### config.mk
export PLATFORM = sky130hd
export DESIGN_NAME = thread_monitor_table
export DESIGN_NICKNAME = d
export VERILOG_FILES = /design/src/rtl/thread_monitor_table.sv
export SDC_FILE = /design/constraint.sdc
export NUM_CORES = 1
export LEC_CHECK = 0
export BUFFER_PORTS_ARGS = -buffer_cell sky130_fd_sc_hd__buf_2
export CELL_PAD_IN_SITES_DETAIL_PLACEMENT = 0
export CELL_PAD_IN_SITES_GLOBAL_PLACEMENT = 1
export CORE_MARGIN = 5
export CORE_UTILIZATION = 30
export DETAILED_ROUTE_END_ITERATION = 7
export HOLD_SLACK_MARGIN = 0.02
export PLACE_DENSITY_LB_ADDON = 0.1
export SLEW_MARGIN = 20
export SYNTH_ARGS = -nofsm -noshare
export SYNTH_HDL_FRONTEND = slang
export SYNTH_SLANG_ARGS = --single-unit
export TNS_END_PERCENT = 20
### constraint.sdc
create_clock -name clk -period 7.4 [get_ports clk]
set_input_delay 0 -clock clk [delete_from_list [all_inputs] [get_ports clk]]
set_output_delay 0 -clock clk [all_outputs]
set_load 0.02 [all_outputs]
### src/rtl/thread_monitor_table.sv
module thread_monitor_table #(
  parameter int NUM_THREADS = 2,
  parameter int LINE_BYTES  = 64,
  parameter int ADDR_W      = 48,
  localparam int TID_W = $clog2(NUM_THREADS) + 1,
  localparam int IDX_W = (NUM_THREADS > 1) ? $clog2(NUM_THREADS) : 1
) (
  input  logic                   clk,
  input  logic                   rst,
  input  logic                   req_valid,
  input  logic                   req_is_wait,
  input  logic [TID_W-1:0]       req_tid,
  input  logic [ADDR_W-1:0]      req_addr,
  input  logic                   snoop_valid,
  input  logic [ADDR_W-1:0]      snoop_addr,
  output logic                   resp_valid,
  output logic                   resp_sleep,
  output logic [TID_W-1:0]       resp_tid,
  output logic                   req_error,
  output logic [NUM_THREADS-1:0] wake_pulse,
  output logic [NUM_THREADS-1:0] armed_o,
  output logic [NUM_THREADS-1:0] waiting_o,
  output logic [NUM_THREADS-1:0] pending_o,
  input  logic [IDX_W-1:0]       peek_tid,
  output logic [ADDR_W-1:0]      peek_vaddr,
  output logic [ADDR_W-1:0]      peek_paddr
);

  localparam logic [ADDR_W-1:0] LINE_MASK = ~ADDR_W'(LINE_BYTES - 1);

  logic                   tid_ok;
  logic                   sleep_now;
  logic [ADDR_W-1:0]      snoop_line;
  logic [ADDR_W-1:0]      req_line;
  logic [NUM_THREADS-1:0] hit;
  logic [NUM_THREADS-1:0] sel;
  logic [NUM_THREADS-1:0] pend_eff;
  logic [ADDR_W-1:0]      vaddr_arr [NUM_THREADS];
  logic [ADDR_W-1:0]      paddr_arr [NUM_THREADS];

  assign tid_ok     = req_tid < TID_W'(NUM_THREADS);
  assign snoop_line = snoop_addr & LINE_MASK;
  assign req_line   = req_addr & LINE_MASK;
  assign sleep_now  = |(sel & ~pend_eff);

  for (genvar t = 0; t < NUM_THREADS; t++) begin : g_thr
    logic              armed_r, wait_r, pend_r;
    logic              armed_n, wait_n, pend_n;
    logic [ADDR_W-1:0] va_r, pa_r, va_n, pa_n;

    assign hit[t]      = snoop_valid && armed_r && wait_r && (pa_r == snoop_line);
    assign sel[t]      = req_valid && tid_ok && (req_tid == TID_W'(t));
    assign pend_eff[t] = pend_r | hit[t];

    always_comb begin
      armed_n = armed_r & ~hit[t];
      wait_n  = wait_r & ~hit[t];
      pend_n  = pend_eff[t];
      va_n    = va_r;
      pa_n    = pa_r;
      if (sel[t] && !req_is_wait) begin
        armed_n = 1'b1;
        va_n    = req_addr;
        pa_n    = '0;
      end else if (sel[t] && req_is_wait) begin
        if (pend_eff[t]) begin
          pend_n = 1'b0;
        end else begin
          pa_n   = req_line;
          wait_n = 1'b1;
        end
      end
    end

    always_ff @(posedge clk) begin
      if (rst) begin
        armed_r <= 1'b0;
        wait_r  <= 1'b0;
        pend_r  <= 1'b0;
        va_r    <= '0;
        pa_r    <= '0;
      end else begin
        armed_r <= armed_n;
        wait_r  <= wait_n;
        pend_r  <= pend_n;
        va_r    <= va_n;
        pa_r    <= pa_n;
      end
    end

    assign armed_o[t]   = armed_r;
    assign waiting_o[t] = wait_r;
    assign pending_o[t] = pend_r;
    assign vaddr_arr[t] = va_r;
    assign paddr_arr[t] = pa_r;

    // a woken thread is no longer waiting
    p_wake_not_waiting_r5: assert property (@(posedge clk) disable iff (rst)
      wake_pulse[t] |-> !wait_r);

    // a sleep answer leaves the thread waiting
    p_sleep_waiting_r3: assert property (@(posedge clk) disable iff (rst)
      (resp_valid && resp_sleep && resp_tid == TID_W'(t)) |-> wait_r);

    // a no-sleep answer consumed the pending wakeup
    p_nosleep_consumed_r4: assert property (@(posedge clk) disable iff (rst)
      (resp_valid && !resp_sleep && resp_tid == TID_W'(t)) |-> !pend_r);
  end

  always_ff @(posedge clk) begin
    if (rst) begin
      resp_valid <= 1'b0;
      resp_sleep <= 1'b0;
      resp_tid   <= '0;
      req_error  <= 1'b0;
      wake_pulse <= '0;
    end else begin
      resp_valid <= req_valid && req_is_wait && tid_ok;
      resp_sleep <= sleep_now;
      resp_tid   <= req_tid;
      req_error  <= req_valid && !tid_ok;
      wake_pulse <= hit;
    end
  end

  assign peek_vaddr = (32'(peek_tid) < NUM_THREADS) ? vaddr_arr[peek_tid] : '0;
  assign peek_paddr = (32'(peek_tid) < NUM_THREADS) ? paddr_arr[peek_tid] : '0;

  p_resp_after_wait_r3: assert property (@(posedge clk) disable iff (rst)
    resp_valid |-> $past(req_valid && req_is_wait && tid_ok));

  p_error_no_resp_r7: assert property (@(posedge clk) disable iff (rst)
    req_error |-> (!resp_valid && $past(req_valid && !tid_ok)));

endmodule

==> impl_metrics.ini, run 1 <==
[clock_network]
clkLatencyLatePin_ns = 0.46
clockRootBuffer = clkbuf_16
cts_resized = 0
cts_buffer_depth = 2
clk_pin_slew_ns = 0.08
numClockSinks = 193
cts_buffers = 17
htree_levels = 4
cts_tree = built

[timing]
finalCritPeriodShare_pct = 53.1
hold_viol_final = 0
period_minus_slack_ns = 3.93
max_slew.worst_pin.slew_ns = 1.16
setup_tns_ns = 0
rsz0062_at_grt = false
maxSlewHeadroom_pct = 22.9
setup_violations = 0
max_freq_mhz = 254
fin_ws_ns = 3.47
skew_ns = 0.0119
final_max_slew_viol_count = 0

[run]
maxCapViolCount = 0

[run_status]
status = completed

[global_route]
grt_pass1_wl_um = 67200
antenna_found_initial = 2
grt_pass1_vias = 10100
grt_max_degree = 86
grtUsageTotal_pct = 21.3
grt_overflow_total = 0

[setup_path]
cp.arrival_ns = 4.24
worst_setup_path_end_kind = register
r2r-end = g_thr[1].pa_r[12]
crit_fanout = 44
start_kind = register
required_ns = 7.71
ff2ff_path_depth = 6
path_class = register to register
ff2ff_setup_slack_ns = 3.47
r2r-start = g_thr[1].pa_r[30]

[logic_synthesis]
ys_seq_area_share_pct = 35.5
synth_edf_count = 0
synth_top_family_by_area = simple AND/OR/NAND/NOR gates
ys_warn_count = 0
synth_cell_types = 35
synth_compound_area_share_pct = 19.1
syn_area_um2 = 10900
synth-adder-area-share_pct = 0
syn_inst = 1315
dominantRegCellSynth = dfxtp_1
synth-seq-cells = 193
synthSimpleGateAreaFrac_pct = 23.4
synth_xor_area_share_pct = 6.84
synth.mux.area_fraction_pct = 9.31
syn_area_per_cell_um2 = 8.28
async_flop_share_pct = 0

[floorplanning]
start_util_pct = 30.5
fp.dieH_um = 200
row_count = 69
dieArea_um2 = 40200
fp.dieW_um = 200
io_pins = 213
coreArea_um2 = 35700

[detailed_routing]
totalWireLength_um = 44400
wl_per_cell_um = 22.8
postRouteAntennaNets = 0
drc = 0
dr.pass1.iters = 5
vias_per_cell = 5.50
via_count = 10700
drtIter0Drc = 816

[place]
placed_cell_area_um2 = 12100
io_buffers = 200
gp_congestion = 0.832
place_inst = 1860
pre_cts_slack_ns = 3.52
hpwl_um = 28100

[final_layout]
final_common_cell = nand2_1
drive_gt1_share_pct = 26.8
fin_cells = 1945
diodes = 0
final_area_um2 = 13200
final_cell_mix = 362 x nand2_1, 198 x buf_2, 193 x dfxtp_1
multi_input_area_um2 = 6480
final_nets = 1575
area_delta_synth_final_pct = 21.2
fillers = 3696
seq_area_um2 = 3860

[worst_hold_path]
hold_depth = 3
hp-start = req_is_wait
hold_path.class = input pin to register
hold_end = resp_valid

[pwr]
peakVddDrop_mv = 0.165
p_leak_nw = 4.75
p_per_area_nw_per_um2 = 185
[flip-flops by register name (all words and copies together), names as in the netlist]
register       cells
g_thr.armed_r      2
resp_valid         1
g_thr.pend_r       2
wake_pulse         2
resp_tid           2
g_thr.va_r        96
req_error          1
g_thr.pa_r        84
resp_sleep         1
g_thr.wait_r       2
[area by class of cell]
| class | instances | share of cell area, % |
|---|---|---|
| inverter | 1 | 0.0285 |
| clock inverter | 13 | 1.14 |
| clock buffer | 19 | 3.43 |
| tap | 461 | 4.37 |
| sequential | 193 | 29.3 |
| timing repair buffer | 270 | 12.6 |
| multi-input combinational | 988 | 49.1 |
[through the flow]
stage / hold WS [ns] / utilization, % / power, mW
finish: 0.0388 / 37.0 / 2.44
global route: 0.0587 / 37.0 / 2.54
CTS: 0.0344 / 37.0 / 2.47
detailed placement: 0.257 / 33.8 / 1.45
floorplan: 0.122 / - / 1.30
global placement: 0.260 / 33.8 / 1.44
[where the power goes]
| group | internal (mW) | switching [mW] | leakage (nW) |
|---|---|---|---|
| Sequential | 1.07 | 0.0287 | 1.56 |
| Clock | 0.524 | 0.468 | 0.285 |
| Combinational | 0.130 | 0.217 | 2.90 |
[worst max-delay path, stage by stage (launching register included)]
cell and delay, ns:
dfxtp_1 0.36, xnor2_1 0.40, nand4_1 0.16, or4_2 1.17, nor2_2 0.94, buf_4 0.53, o211ai_1 0.17
[cell families (layout without fill, tap and decap cells)]
| kind of cell | Yosys count | count (layout) |
|---|---|---|
| other | 1 | 6 |
| AND/OR/NAND/NOR | 537 | 537 |
| multiplexers | 90 | 90 |
| buffers and inverters | 139 | 303 |
| AO/OA/AOI/OAI | 270 | 270 |
| XOR/XNOR | 85 | 85 |
| flip-flops | 193 | 193 |
[cells in the mapped netlist (all sizes together) (2+ instances only)]
| cell type | number | area share (%) |
|---|---|---|
| buf | 22 | 1.8 |
| nand4 | 35 | 2.0 |
| dfxtp | 193 | 35 |
| or4 | 90 | 6.3 |
| a21oi | 97 | 4.5 |
| clkbuf | 116 | 4.0 |
| a32oi | 84 | 6.8 |
| nor4 | 5 | 0.29 |
| and2 | 2 | 0.11 |
| nand3 | 3 | 0.14 |
| or3 | 4 | 0.23 |
| nor2b | 2 | 0.11 |
| o22ai | 3 | 0.17 |
| nor2 | 13 | 0.47 |
| nor4b | 3 | 0.24 |
| nor3 | 8 | 0.37 |
| nand2 | 363 | 13 |
| o211ai | 84 | 7.5 |
| o21a | 2 | 0.14 |
| xnor2 | 79 | 6.4 |
| nand2b | 4 | 0.23 |
| xor2 | 6 | 0.48 |
| mux2 | 90 | 9.3 |
[routing by layer]
layer | global-route usage, % | routed length, um | vias to the layer above
met2 | 32.0 | 19400 | 400
li1 | - | - | 5090
met1 | 31.2 | 21500 | 5175
met4 | 4.13 | 547 | 4
met3 | 5.23 | 2980 | 28
met5 | 0 | 24 | -
[how the worst max path moves through the flow]
stage / slack, ns / endpoint / cells after the start / start
2_1_floorplan: 5.02 / g_thr[0].pa_r[39] / 7 / g_thr[0].pa_r[42]
3_3_place_gp: 3.59 / g_thr[1].pa_r[27] / 6 / g_thr[1].pa_r[30]
3_5_place_dp: 3.52 / g_thr[1].pa_r[16] / 6 / g_thr[1].pa_r[30]
4_1_cts: 3.52 / g_thr[1].pa_r[12] / 6 / g_thr[1].pa_r[30]
5_1_grt: 3.38 / g_thr[1].pa_r[20] / 6 / g_thr[1].pa_r[12]
6_report: 3.47 / g_thr[1].pa_r[12] / 6 / g_thr[1].pa_r[30]
[what timing repair did]
item | CTS | global route
setup endpoints to repair | 0 | 0
hold endpoints to repair | 189 | 0
hold buffers | 53 | 0
buffers inserted | 0 | 0
(Power assumes the default switching activity.)
==> run 2, diff against run 1 <==
==> constraint.sdc (replaced) <==
create_clock -name clk -period 4.01 [get_ports clk]
set_input_delay 0 -clock clk [delete_from_list [all_inputs] [get_ports clk]]
set_output_delay 0 -clock clk [all_outputs]
set_load 0.02 [all_outputs]
==> run 2 against run 1 <==
Compared with the run above: combinational power rose by 83%; hold slack better by 0.013 ns; clock skew grew 0.0032 ns; sequential power up 85%; critical path depth unchanged; register-to-register slack worse by 2.4 ns; non-clock buffer count grew 3; first-iteration DRC count shrank 7.1%; die area unchanged; wire length down 1.5%; critical path type unchanged; largest cell class unchanged; largest power group unchanged; highest routed layer is now met4.
==> impl_metrics.ini, run 2 (synthesis gave the netlist of run 1 again) <==
[setup_path]
r2r-start = g_thr[0].pa_r[14]
crit_fanout = 44
cpMaxStageDelayCell = or4_2
cp.arrival_ns = 3.27
cp_cell_sequence = xnor2_1 -> nand4_1 -> or4_2 -> nor2_4 -> buf_4 -> o211ai_1
r2r-end = g_thr[0].pa_r[8]
required_ns = 4.33
path_buf_inv = 1
crit_family = simple AND/OR/NAND/NOR gates
max_stage_delay_ns = 1.15
worst_setup_path_end_kind = register
ff2ff_path_depth = 6
ff2ff_setup_slack_ns = 1.06
path_class = register to register
start_kind = register

[detailed_routing]
postRouteAntennaNets = 0
drc = 0
dr.pass1.iters = 5
wl_per_cell_um = 22.4
drtIter0Drc = 758
totalWireLength_um = 43700
vias_per_cell = 5.37
via_count = 10500

[clock_network]
clk_pin_slew_ns = 0.08
numClockSinks = 193
clockRootBuffer = clkbuf_16
cts_buffer_depth = 2
cts_buffers = 17
clkLatencyLatePin_ns = 0.45
cts_tree = built
cts_resized = 0
htree_levels = 4

[floorplanning]
io_pins = 213
fp.dieW_um = 200
row_count = 69
start_util_pct = 30.5
fp.dieH_um = 200
dieArea_um2 = 40200
coreArea_um2 = 35700

[pwr]
p_leak_nw = 4.78
pwr-share-seq_pct = 45.2
intPower_mw = 3.22
peakVddDrop_mv = 0.302
sw_frac_of_total_pct = 28.2
p_clk_share_pct = 40.6
p_per_area_nw_per_um2 = 339
power_mw = 4.48
p_switching_mw = 1.26
combPwrFrac_pct = 14.2

[worst_hold_path]
hold_depth = 3
hold_path.class = input pin to register
hold_end = resp_valid
hp-start = req_is_wait

[timing]
rsz0062_at_grt = false
period_minus_slack_ns = 2.95
max_freq_mhz = 339
hold_viol_final = 0
max_slew.worst_pin.slew_ns = 0.994
finalCritPeriodShare_pct = 73.6
hold_slack_ns = 0.0520
setup_tns_ns = 0
skew_ns = 0.0151
fin_ws_ns = 1.06
setup_violations = 0
final_max_slew_viol_count = 0
maxSlewHeadroom_pct = 33.8

[place]
place_inst = 1863
hpwl_um = 28600
pre_cts_slack_ns = 0.898
placed_cell_area_um2 = 12100
io_buffers = 200
gp_congestion = 0.862

[global_route]
antenna_found_initial = 0
grt_pass1_wl_um = 66600
grt_max_degree = 86
grt_overflow_total = 0
grt_pass1_vias = 9981
grtUsageTotal_pct = 21.1

[final_layout]
largest_registers = g_thr.va_r: 96 flops, g_thr.pa_r: 84 flops
largest-register = g_thr.va_r
fin_util_pct = 37.1
final_nets = 1578
seq_area_um2 = 3860
final_common_cell = nand2_1
multi_input_area_um2 = 6480
final_cell_mix = 362 x nand2_1, 198 x buf_2, 193 x dfxtp_1
fillers = 3724
largest_reg_flops = 96
final_area_um2 = 13200
drive_gt1_share_pct = 26.7
fin_cells = 1949
area_delta_synth_final_pct = 21.4

[run_status]
status = completed

[run]
maxCapViolCount = 0
run 2: worst register-to-register path: cells and delay by family (launching register included):
| kind | cells | cell delay, ns |
|---|---|---|
| xor+xnor | 1 | 0.35 |
| buf+inv | 1 | 0.38 |
| flops | 1 | 0.34 |
| compound gates | 1 | 0.18 |
| simple gates | 3 | 1.56 |
run 2: area by class of cell:
| cell class | count | share of cell area, % |
|---|---|---|
| Antenna cell | 1 | 0.0189 |
| Clock buffer | 24 | 3.80 |
| Clock inverter | 8 | 0.758 |
| Inverter | 1 | 0.0284 |
| Multi-Input combinational cell | 988 | 49.0 |
| Sequential cell | 193 | 29.2 |
| Tap cell | 461 | 4.37 |
| Timing Repair Buffer | 273 | 12.8 |
run 2: power groups by stage:
stage / logic [mW] / registers (mW) / clock network (mW)
final: 0.635 / 2.03 / 1.82
after CTS: 0.639 / 2.03 / 1.87
after global placement: 0.593 / 2.07 / 0
after global routing: 0.684 / 2.03 / 1.94
after detailed placement: 0.596 / 2.07 / 0
after floorplan: 0.334 / 2.06 / 0
run 2: worst max-delay path by stage:
stage	start	endpoint	slack, ns	cells past startpoint
2_1_floorplan	g_thr[0].pa_r[42]	g_thr[0].pa_r[39]	1.63	7
3_3_place_gp	g_thr[0].pa_r[42]	g_thr[0].pa_r[47]	0.93	6
3_5_place_dp	g_thr[0].pa_r[42]	g_thr[0].pa_r[47]	0.90	6
4_1_cts	g_thr[0].pa_r[42]	g_thr[0].pa_r[7]	0.88	6
5_1_grt	g_thr[0].pa_r[46]	g_thr[0].armed_r	0.94	5
6_report	g_thr[0].pa_r[14]	g_thr[0].pa_r[8]	1.06	6
run 2: metal layers:
layer | part of all wire [%] | wire length [um] | track usage (%) | up-vias
li1 | - | - | - | 5079
met1 | 50 | 22000 | 31.9 | 5032
met2 | 44 | 19100 | 32.0 | 336
met3 | 5.2 | 2260 | 3.68 | 20
met4 | 0.80 | 351 | 3.64 | 0
met5 | 0 | 0 | 0 | -
run 2: timing repair:
action,in CTS,in global routing
buffers inserted,0,0
hold buffers,53,0
setup endpoints to repair,0,0
endpoints found under the hold margin,188,0
